[src/rtl/spp_pkg.sv]
// Shared constants and types for the serial byte-programming port.
// Assumes byte-wide frames and a 16-bit location field on the wire.
package spp_pkg;

    localparam int          FRAME_BITS  = 8;
    localparam int          LOC_BITS    = 16;
    localparam logic [7:0]  CMD_WRITE   = 8'h40;
    localparam logic [7:0]  CMD_READ    = 8'hC0;
    localparam logic [7:0]  ERASED_BYTE = 8'hFF;

    // Position of the decoder inside a transfer.
    typedef enum logic [2:0] {
        PH_CMD   = 3'd0,   // waiting for a command frame
        PH_LOC_L = 3'd1,   // location low frame
        PH_LOC_H = 3'd2,   // location high frame
        PH_DATA  = 3'd3,   // write data frame
        PH_STROBE= 3'd4,   // readback: waiting for strobe pulse
        PH_SHIFT = 3'd5    // readback: shifting held byte out
    } phase_t;

endpackage

[src/rtl/spp_sync.sv]
// Two-flop synchroniser bank for asynchronous pin inputs.
// Assumes each input is a level signal; RST_VAL gives the idle level that
// each stage takes in reset, so no false edge appears after reset.
module spp_sync #(
    parameter int               WIDTH   = 3,
    parameter logic [WIDTH-1:0] RST_VAL = '1
) (
    input  logic             clk,
    input  logic             rst_n,
    input  logic [WIDTH-1:0] async_in,
    output logic [WIDTH-1:0] sync_out
);

    for (genvar g = 0; g < WIDTH; g++) begin : g_bit
        logic meta_q;
        logic stab_q;

        // Two-stage capture of one pin into the system clock domain.
        always_ff @(posedge clk) begin
            if (!rst_n) begin
                meta_q <= RST_VAL[g];
                stab_q <= RST_VAL[g];
            end else begin
                meta_q <= async_in[g];
                stab_q <= meta_q;
            end
        end

        assign sync_out[g] = stab_q;
    end

endmodule

[src/rtl/spp_timer.sv]
// Write-interval timer. A start pulse loads CYCLES; busy is high while the
// count is non-zero, and commit pulses in the last busy cycle so the array
// update and the fall of busy share one clock edge.
// Assumes start never arrives while busy (the decoder is frozen then).
module spp_timer #(
    parameter int CYCLES = 2000
) (
    input  logic clk,
    input  logic rst_n,
    input  logic start,
    output logic busy,
    output logic commit
);

    localparam int CNT_W = $clog2(CYCLES + 1);
    localparam logic [CNT_W-1:0] LOAD_VAL = CNT_W'(CYCLES);
    localparam logic [CNT_W-1:0] ONE      = CNT_W'(1);

    logic [CNT_W-1:0] cnt_q;

    // Down-counter that measures the write interval.
    always_ff @(posedge clk) begin
        if (!rst_n) begin
            cnt_q <= '0;
        end else if (start && cnt_q == '0) begin
            cnt_q <= LOAD_VAL;
        end else if (cnt_q != '0) begin
            cnt_q <= cnt_q - ONE;
        end
    end

    assign busy   = (cnt_q != '0);
    assign commit = (cnt_q == ONE);

    // a write start raises busy on the next cycle.
    a_r3_start_sets_busy: assert property (@(posedge clk) disable iff (!rst_n)
        start |=> busy);

    // busy is gone the cycle after the commit.
    a_r3_commit_ends_busy: assert property (@(posedge clk) disable iff (!rst_n)
        commit |=> !busy);

    // reset always leaves busy low.
    a_r8_reset_clears_busy: assert property (@(posedge clk)
        !rst_n |=> !busy);

endmodule

[src/rtl/spp_array.sv]
// Byte-wide storage array with one asynchronous read port and one write
// port that fires on the commit pulse. Reset fills it with the erased value.
// Assumes ADDR_W is small enough that a reset fill of every byte is cheap.
module spp_array
    import spp_pkg::*;
#(
    parameter int ADDR_W = 8
) (
    input  logic              clk,
    input  logic              rst_n,
    input  logic              wr_en,
    input  logic [ADDR_W-1:0] wr_addr,
    input  logic [7:0]        wr_data,
    input  logic [ADDR_W-1:0] rd_addr,
    output logic [7:0]        rd_data
);

    localparam int DEPTH = 1 << ADDR_W;

    logic [7:0] mem_q [DEPTH];

    // Erase on reset, otherwise store the committed byte.
    always_ff @(posedge clk) begin
        if (!rst_n) begin
            for (int i = 0; i < DEPTH; i++) begin
                mem_q[i] <= ERASED_BYTE;
            end
        end else if (wr_en) begin
            mem_q[wr_addr] <= wr_data;
        end
    end

    assign rd_data = mem_q[rd_addr];

endmodule

[src/rtl/spp_ctrl.sv]
// Frame assembler and command decoder for the programming port.
// Works on synchronised pin levels, detects clock and strobe edges itself,
// assembles LSB-first frames, decodes write and readback transfers, and
// drives the data line during readback. Assumes the system clock is several
// times faster than the serial clock and that the serial clock idles high.
module spp_ctrl
    import spp_pkg::*;
#(
    parameter int ADDR_W = 8
) (
    input  logic              clk,
    input  logic              rst_n,
    input  logic              sclk_s,
    input  logic              oe_n_s,
    input  logic              sda_s,
    input  logic              busy,
    input  logic [7:0]        rd_data,
    output logic [ADDR_W-1:0] loc,
    output logic [7:0]        wr_byte,
    output logic              wr_start,
    output logic              sda_out,
    output logic              sda_oe
);

    localparam int BIT_W = $clog2(FRAME_BITS);
    localparam logic [BIT_W-1:0] LAST_BIT = BIT_W'(FRAME_BITS - 1);

    phase_t                 phase_q;
    logic [BIT_W-1:0]       bit_cnt_q;
    logic [FRAME_BITS-1:0]  shreg_q;
    logic                   sclk_prev_q;
    logic                   oe_prev_q;
    logic                   is_write_q;
    logic [LOC_BITS-1:0]    loc_q;
    logic [7:0]             data_q;
    logic [7:0]             hold_q;
    logic                   held_q;
    logic [BIT_W-1:0]       out_idx_q;
    logic                   sda_out_q;
    logic                   sda_oe_q;
    logic                   wr_start_q;

    logic                   sclk_rise;
    logic                   sclk_fall;
    logic                   oe_fall;
    logic                   oe_rise;
    logic                   rx_phase;
    logic                   rx_take;
    logic                   frame_done;
    logic [FRAME_BITS-1:0]  frame;

    // Edge history of the synchronised clock and strobe.
    always_ff @(posedge clk) begin
        if (!rst_n) begin
            sclk_prev_q <= 1'b1;
            oe_prev_q   <= 1'b1;
        end else begin
            sclk_prev_q <= sclk_s;
            oe_prev_q   <= oe_n_s;
        end
    end

    // Edge strobes and frame-completion decode.
    always_comb begin
        sclk_rise  = sclk_s & ~sclk_prev_q;
        sclk_fall  = ~sclk_s & sclk_prev_q;
        oe_fall    = ~oe_n_s & oe_prev_q;
        oe_rise    = oe_n_s & ~oe_prev_q;
        rx_phase   = (phase_q == PH_CMD)   || (phase_q == PH_LOC_L) ||
                     (phase_q == PH_LOC_H) || (phase_q == PH_DATA);
        rx_take    = rx_phase && !busy && sclk_rise;
        frame_done = rx_take && (bit_cnt_q == LAST_BIT);
        frame      = {sda_s, shreg_q[FRAME_BITS-1:1]};
    end

    // LSB-first shift register and bit counter for incoming frames.
    always_ff @(posedge clk) begin
        if (!rst_n) begin
            shreg_q   <= '0;
            bit_cnt_q <= '0;
        end else if (rx_take) begin
            shreg_q   <= frame;
            bit_cnt_q <= bit_cnt_q + 1'b1;
        end
    end

    // Transfer sequencing: command, location, data or readback phases.
    always_ff @(posedge clk) begin
        if (!rst_n) begin
            phase_q    <= PH_CMD;
            is_write_q <= 1'b0;
            loc_q      <= '0;
            data_q     <= '0;
            hold_q     <= '0;
            held_q     <= 1'b0;
            out_idx_q  <= '0;
            sda_out_q  <= 1'b0;
            sda_oe_q   <= 1'b0;
            wr_start_q <= 1'b0;
        end else begin
            wr_start_q <= 1'b0;
            case (phase_q)
                PH_CMD: begin
                    if (frame_done) begin
                        if (frame == CMD_WRITE) begin
                            is_write_q <= 1'b1;
                            phase_q    <= PH_LOC_L;
                        end else if (frame == CMD_READ) begin
                            is_write_q <= 1'b0;
                            phase_q    <= PH_LOC_L;
                        end
                    end
                end
                PH_LOC_L: begin
                    if (frame_done) begin
                        loc_q[7:0] <= frame;
                        phase_q    <= PH_LOC_H;
                    end
                end
                PH_LOC_H: begin
                    if (frame_done) begin
                        loc_q[15:8] <= frame;
                        held_q      <= 1'b0;
                        phase_q     <= is_write_q ? PH_DATA : PH_STROBE;
                    end
                end
                PH_DATA: begin
                    if (frame_done) begin
                        data_q     <= frame;
                        wr_start_q <= 1'b1;
                        phase_q    <= PH_CMD;
                    end
                end
                PH_STROBE: begin
                    if (!busy) begin
                        if (oe_fall) begin
                            hold_q <= rd_data;
                            held_q <= 1'b1;
                        end else if (oe_rise && held_q) begin
                            out_idx_q <= '0;
                            phase_q   <= PH_SHIFT;
                        end
                    end
                end
                PH_SHIFT: begin
                    if (!busy) begin
                        if (sclk_fall) begin
                            sda_oe_q  <= 1'b1;
                            sda_out_q <= hold_q[out_idx_q];
                        end else if (sclk_rise && sda_oe_q) begin
                            if (out_idx_q == LAST_BIT) begin
                                sda_oe_q <= 1'b0;
                                phase_q  <= PH_CMD;
                            end else begin
                                out_idx_q <= out_idx_q + 1'b1;
                            end
                        end
                    end
                end
                default: phase_q <= PH_CMD;
            endcase
        end
    end

    assign loc      = loc_q[ADDR_W-1:0];
    assign wr_byte  = data_q;
    assign wr_start = wr_start_q;
    assign sda_out  = sda_out_q;
    assign sda_oe   = sda_oe_q;

    // a clock edge seen during busy moves neither counter nor phase.
    a_r4_busy_freezes_rx: assert property (@(posedge clk) disable iff (!rst_n)
        (busy && sclk_rise) |=> ($stable(bit_cnt_q) && $stable(phase_q)));

    // the data line is only driven in the shift-out phase.
    a_r6_drive_only_in_shift: assert property (@(posedge clk) disable iff (!rst_n)
        sda_oe_q |-> (phase_q == PH_SHIFT));

    // an unknown command keeps the decoder waiting for a command.
    a_r7_unknown_cmd_idle: assert property (@(posedge clk) disable iff (!rst_n)
        (phase_q == PH_CMD && frame_done && frame != CMD_WRITE && frame != CMD_READ)
        |=> (phase_q == PH_CMD && !wr_start_q));

    // a write start is only issued by a completed data frame.
    a_r3_start_from_data: assert property (@(posedge clk) disable iff (!rst_n)
        wr_start_q |-> $past(phase_q == PH_DATA && frame_done));

endmodule

[src/rtl/serial_prog_port.sv]
// Top level of the serial byte-programming port: synchronises the pins,
// runs the frame decoder, times the write interval and holds the array.
// Assumes the host keeps the data line stable around each rising clock edge
// and keeps its own driver off while prog_sda_oe is high.
module serial_prog_port #(
    parameter int ADDR_W       = 8,
    parameter int WRITE_CYCLES = 2000
) (
    input  logic clk,
    input  logic rst_n,
    input  logic prog_sclk,
    input  logic prog_oe_n,
    input  logic prog_sda_i,
    output logic prog_sda_o,
    output logic prog_sda_oe,
    output logic prog_busy
);

    localparam int SYNC_W = 3;

    logic [SYNC_W-1:0] pins_async;
    logic [SYNC_W-1:0] pins_sync;
    logic              busy;
    logic              commit;
    logic              wr_start;
    logic [ADDR_W-1:0] loc;
    logic [7:0]        wr_byte;
    logic [7:0]        rd_data;

    assign pins_async = {prog_sda_i, prog_oe_n, prog_sclk};

    spp_sync #(
        .WIDTH   (SYNC_W),
        .RST_VAL ({SYNC_W{1'b1}})
    ) u_sync (
        .clk      (clk),
        .rst_n    (rst_n),
        .async_in (pins_async),
        .sync_out (pins_sync)
    );

    spp_ctrl #(
        .ADDR_W (ADDR_W)
    ) u_ctrl (
        .clk      (clk),
        .rst_n    (rst_n),
        .sclk_s   (pins_sync[0]),
        .oe_n_s   (pins_sync[1]),
        .sda_s    (pins_sync[2]),
        .busy     (busy),
        .rd_data  (rd_data),
        .loc      (loc),
        .wr_byte  (wr_byte),
        .wr_start (wr_start),
        .sda_out  (prog_sda_o),
        .sda_oe   (prog_sda_oe)
    );

    spp_timer #(
        .CYCLES (WRITE_CYCLES)
    ) u_timer (
        .clk    (clk),
        .rst_n  (rst_n),
        .start  (wr_start),
        .busy   (busy),
        .commit (commit)
    );

    spp_array #(
        .ADDR_W (ADDR_W)
    ) u_array (
        .clk     (clk),
        .rst_n   (rst_n),
        .wr_en   (commit),
        .wr_addr (loc),
        .wr_data (wr_byte),
        .rd_addr (loc),
        .rd_data (rd_data)
    );

    assign prog_busy = busy;

endmodule

[config.mk]
export PLATFORM = sky130hd
export DESIGN_NAME = serial_prog_port
export DESIGN_NICKNAME = d
export VERILOG_FILES = /design/src/rtl/spp_pkg.sv /design/src/rtl/spp_sync.sv /design/src/rtl/spp_timer.sv /design/src/rtl/spp_array.sv /design/src/rtl/spp_ctrl.sv /design/src/rtl/serial_prog_port.sv
export SDC_FILE = /design/constraint.sdc
export NUM_CORES = 2
export LEC_CHECK = 0
export ABC_AREA = 1
export BUFFER_PORTS_ARGS = -buffer_cell sky130_fd_sc_hd__buf_2
export CAP_MARGIN = 20
export CORE_MARGIN = 5
export CORE_UTILIZATION = 64
export DETAILED_ROUTE_END_ITERATION = 12
export HOLD_SLACK_MARGIN = 0.15
export PLACE_DENSITY = 0.8
export SLEW_MARGIN = 20
export SYNTH_ARGS = -nofsm -noshare
export SYNTH_HDL_FRONTEND = slang
export SYNTH_SLANG_ARGS = --single-unit
[constraint.sdc]
create_clock -name clk -period 3 [get_ports clk]
set_clock_uncertainty 0.1 [all_clocks]
set_input_delay 0.45 -clock clk [delete_from_list [all_inputs] [get_ports clk]]
set_output_delay 0.45 -clock clk [all_outputs]
set_load 0.01 [all_outputs]
* Yosys cells after proc, flatten, opt, wreduce, memory -nomap -nowiden
Memories as Yosys holds them, arrays and structs flattened. A register that Yosys moved wholly into a read port is not among the register bits.
Cells that the tools add are included.
** Storage, ports and cells
- Register bits after elaboration :: 57
- Bits in writable memories :: 2048
- Memories :: 1
- Word-level logic and storage cells :: 136
- Output and inout port bits :: 3
** Operators by class
- Bitwise logic cells :: 10
- Equal/unequal tests :: 24
- Add/sub/neg operators :: 3
- Magnitude comparators :: 1
- Mux-type cells :: 44
- Reductions and logical operators :: 32
** Memories
- u_array.mem_q :: depth 256, width 8, rd ports 1, clocked after memory_dff 1, wr ports 256, line spp_array.sv:20 : logic [7:0] mem_q [DEPTH];
** Operators by type and width (count)
- $mux 3 :: 21
- $mux 11 :: 2
- $pmux 3 s6 :: 1
- $mux 8 :: 2
- $ne 2x1->1 const B :: 8
- $mux 1 :: 15
- $eq 3x3->1 const B :: 4
- $reduce_and 12->1 :: 1
- $reduce_bool 2->1 :: 6
- $eq 11x1->1 const B :: 1
- $logic_not 11->1 :: 1
- $reduce_bool 11->1 :: 1
- $sub 11x1->11 const B :: 1
- $ne 2x2->1 const B :: 5
- $reduce_and 3->1 :: 3
- $eq 8x7->1 const B :: 1
- $eq 8x8->1 const B :: 1
- $reduce_and 4->1 :: 2
- $reduce_and 8->1 :: 1
- $reduce_or 8->1 :: 1
- $add 3x1->3 const B :: 2
- $eq 3x2->1 const B :: 2
- $logic_and 1x1->1 :: 6
- $not 1->1 :: 6
- 12 further kinds :: 20

* Logic depth before layout (Yosys ltp)
- Depth after elaboration :: 9
- Mapped depth :: 19

* Modules after synthesis
A second synthesis with hierarchy kept.
** Unflattened totals
- Cells, all modules :: 10047
- Area total of the unflattened synthesis :: 96749.0 µm²
** Modules (own cells, without submodules)
- spp_array :: instances 1, cells each 9647, area an instance 93796.2 µm²
- spp_ctrl :: instances 1, cells each 274, area an instance 2048.2 µm²
- spp_timer :: instances 1, cells each 105, area an instance 716.9 µm²
- spp_sync :: instances 1, cells each 21, area an instance 187.7 µm²

* Worst setup path before layout
Ideal clock, no wire load.
- Kind :: input to register
- Start point :: input port rst_n
- End point :: memory u_array.mem_q[148][0] (enable)
- Arrival time :: 2260 ps
- Library setup time :: 384 ps
- Data required time :: 2516 ps
- Path slack :: 256 ps
- Cell stages on the path :: 12
- Path through :: buf_2 -> inv_2 -> nor3b_1 -> and2_1 -> buf_4 -> inv_2 -> nor2_1 -> inv_2 -> nor2_1 -> inv_1 -> buf_2 -> o21ai_0
** RTL lines
- from (decl) :: line serial_prog_port.sv:10 : input logic rst_n,
- to (decl) :: line spp_array.sv:20

==> reports/qor.txt <==
outcome -> complete, no violations
initial antenna violation count -> 5
Min-Delay Path Class -> input pin to flip-flop
critical setup path kind -> flip-flop to flip-flop
Routed WL -> 289,000 um
Layout area overhead -> 12.2%
CTS sink cnt -> 2,112
Critical Path RT -> 3.48 ns
mapped cell area -> 0.0978 mm2
setup violators final -> 0
largest net degree at the start of global routing -> 160
sequential area share after synthesis -> 64.2%
count leader, synth -> nand2_1
Yosys warning count -> 0
Max-cap violations -> 0
FF+latch count, synth -> 2,112
Ports -> 8
reg-to-reg startpoint -> u_ctrl.loc_q[0]$_SDFFE_PN0P_
fillcell total -> 10.3k
EDFF count, synth -> 2,048
Vias/cell -> 6.04
count of final hold-check violations -> 0
die width -> 401 um
Core Area -> 0.152 mm2
post-route clock period utilization -> 99.4%
reg2reg setup slack -> 0.02 ns
Synthesized Nets -> 10.8k
wire length on met1 -> 97,200 um
crit start category -> flip-flop
sw frac -> 21.4%
P_sw -> 13.3 mW
Unique masters post-synth -> 42
total number of vias -> 78.7k
internal power -> 48.8 mW
Vert. Die Dim -> 401 um
Initial DRC Count -> 12.0k
Synth top cells by count -> nand2_1, edfxtp_1, nor2_1
Async SR Flop Fraction -> 0%
Slew headroom -> 23.9%
final slew viol count -> 0
leakage -> 41.6 nW
CTS tree -> built
CP endpoint -> u_array.mem_q[142][4]$_SDFFCE_PN1P_
Reg2Reg Depth -> 8
Critical Path Start -> u_ctrl.loc_q[0]$_SDFFE_PN0P_
layout cell share with drive strength beyond 1 -> 9.89%
clk slew on worst S/H paths -> 0.06 ns
critical path endpoint category -> flip-flop
die area -> 0.161 mm2
Max Used Layer -> met5
Main synth FF type -> edfxtp_1
minimum clock period -> 2.98 ns
Crit Path Max Fanout -> 26
total global-route track usage -> 34.7%
synthesized area per cell -> 9.07 um2
GPL Wtd Cong -> 0.970
DRT antenna net count -> 0
drt wl/cell -> 22.1 um
power share of the combinational group -> 4.1%
clk_lat worst skew -> 0.83 ns
RR Endpoint -> u_array.mem_q[142][4]$_SDFFCE_PN1P_
root buf cell -> clkbuf_16
Layout Utilization -> 72.2%
# rows -> 143
WL met3 -> 40,300 um
Tot Pwr -> 62.1 mW
Synth area leader -> edfxtp_1
Slew @ Worst Pin -> 1.14 ns
H-tree Lvls -> 4
Synth Instances -> 10.8k
global route total overflow -> 0
Port-buffer cells -> 7
FMAX -> 335 MHz
CTS max path bufs -> 3
fin cells -> 13.0k
Reg power frac -> 55.1%
setup tns final -> 0 ns
hpwl dp -> 175,000 um
Power Dens Cells -> 566 mW/mm2
power share of the clock group -> 40.9%
final net count -> 10.8k
initial core utilization -> 64.4%
vias in the first global route -> 75.6k
DR pass1 iterations -> 10
Synth area leaders -> edfxtp_1, nand2_1, nor2_1
WP data arrival -> 3.46 ns
DRC errors left -> 0
met2 WL -> 133,000 um
placed cell count -> 12.6k
Yosys top cell area share -> 62.9%
first-pass GRT wire length -> 430,000 um
Peak VDD IR -> 649 uV
CTS Buf Count -> 206
-- worst min-delay path by stage --
stage,startpoint,endpoint,depth (start not counted)
after floorplan,u_sync.g_bit[0].meta_q$_SDFF_PN1_,u_sync.g_bit[0].stab_q$_SDFF_PN1_,1
after detailed placement,u_sync.g_bit[1].meta_q$_SDFF_PN1_,u_sync.g_bit[1].stab_q$_SDFF_PN1_,1
after global routing,prog_oe_n,u_sync.g_bit[1].meta_q$_SDFF_PN1_,3
after global placement,u_sync.g_bit[1].meta_q$_SDFF_PN1_,u_sync.g_bit[1].stab_q$_SDFF_PN1_,1
final,prog_oe_n,u_sync.g_bit[1].meta_q$_SDFF_PN1_,3
after CTS,prog_sclk,u_sync.g_bit[0].meta_q$_SDFF_PN1_,3
-- power by group through the flow --
stage          sequential (mW)  clock [mW]  combinational (mW)
6_report                  34.2        25.4                2.53
5_1_grt                   34.3        26.6                2.79
4_1_cts                   34.2        25.4                2.49
3_5_place_dp              34.8           0                2.46
3_3_place_gp              34.7           0                2.37
2_1_floorplan             34.6           0                1.60
-- final cells by class --
type                            count  area, um2  share of cell area (%)
Sequential cell                  2112      62800                    57.2
Multi-Input combinational cell   7824      31500                    28.8
Timing Repair Buffer              576       5750                    5.24
Clock buffer                      261       5510                    5.02
Tap cell                         2030       2540                    2.32
Clock inverter                    112       1040                   0.947
Inverter                          116        527                   0.480
Antenna cell                        4       10.0                 0.00912
-- layout by cell type, fill, tap and decap left out, types with 6 or more instances in the layout --
cell and n:
nand2_1 6257, edfxtp_1 2048, nor2_1 521, buf_4 456, o21ai_0 310, nand3_1 305, clkbuf_16 217, nand4_1 112
buf_12 93, nor2_2 84, a21oi_1 78, inv_1 69, nor2_4 68, dfxtp_1 62, clkbuf_1 46, clkinv_1 40
clkinv_2 40, inv_2 31, o21ai_1 26, bufinv_16 15, or2_2 11, inv_8 9, clkinvlp_4 8, nor3_1 7
inv_6 6, ha_1 6, buf_2 6, buf_16 6
-- what timing repair did --
| item | in CTS | in global routing |
|---|---|---|
| endpoints found under the setup margin | 67 | 261 |
| hold buffers | 4 | 0 |
| hold endpoints to repair | 21 | 0 |
| buffers inserted | 0 | 2 |
| gates cloned | 1 | 6 |
| pin swaps | 0 | 1 |
| resized for setup | 9 | 43 |
-- cell families after synthesis --
group | share of synthesized area [%]
xor+xnor | 0.0179
simple gates | 29.8
buf+inv | 3.67
flops | 64.2
compound gates | 2.26
fa+ha+maj | 0.0768
-- worst max-delay path: stages (launching register included) --
cell and delay, ns:
dfxtp_4 0.47, buf_6 0.25, nor2_4 0.09, buf_4 0.23, inv_2 0.11, nor2_1 0.06
inv_2 0.82, o21ai_0 0.33, buf_4 0.25
-- sequential cells by signal, indices dropped and copies added, names as in the netlist --
register             count
u_sync.g_bit.stab_q      3
u_array.mem_q         2048
u_timer.cnt_q           11
u_ctrl.held_q            1
u_ctrl.sda_oe            1
u_ctrl.sda_out           1
u_ctrl.wr_byte           8
u_ctrl.hold_q            8
u_ctrl.shreg_q           7
u_ctrl.phase_q           3
u_ctrl.wr_start          1
u_ctrl.bit_cnt_q         3
u_sync.g_bit.meta_q      3
u_ctrl.oe_prev_q         1
u_ctrl.sclk_prev_q       1
u_ctrl.out_idx_q         3
u_ctrl.is_write_q        1
u_ctrl.loc_q             8
-- metal layers --
metal / vias to the layer above / GRT usage [%]
met5: - / 0
met3: 1120 / 8.66
met2: 5961 / 54.6
li1: 35100 / -
met1: 36600 / 44.6
met4: 2 / 19.4
-- per-stage QoR --
step	setup slack, ns	instance area, um2	hold slack, ns
after floorplan	0.256	97800	0.293
after global placement	-0.185	103000	0.297
after detailed placement	-0.112	103000	0.298
after CTS	0.0174	109000	0.202
after global routing	-0.0217	110000	0.231
final	0.0172	110000	0.243
No activity file was read; power rests on OpenSTA's default activity.
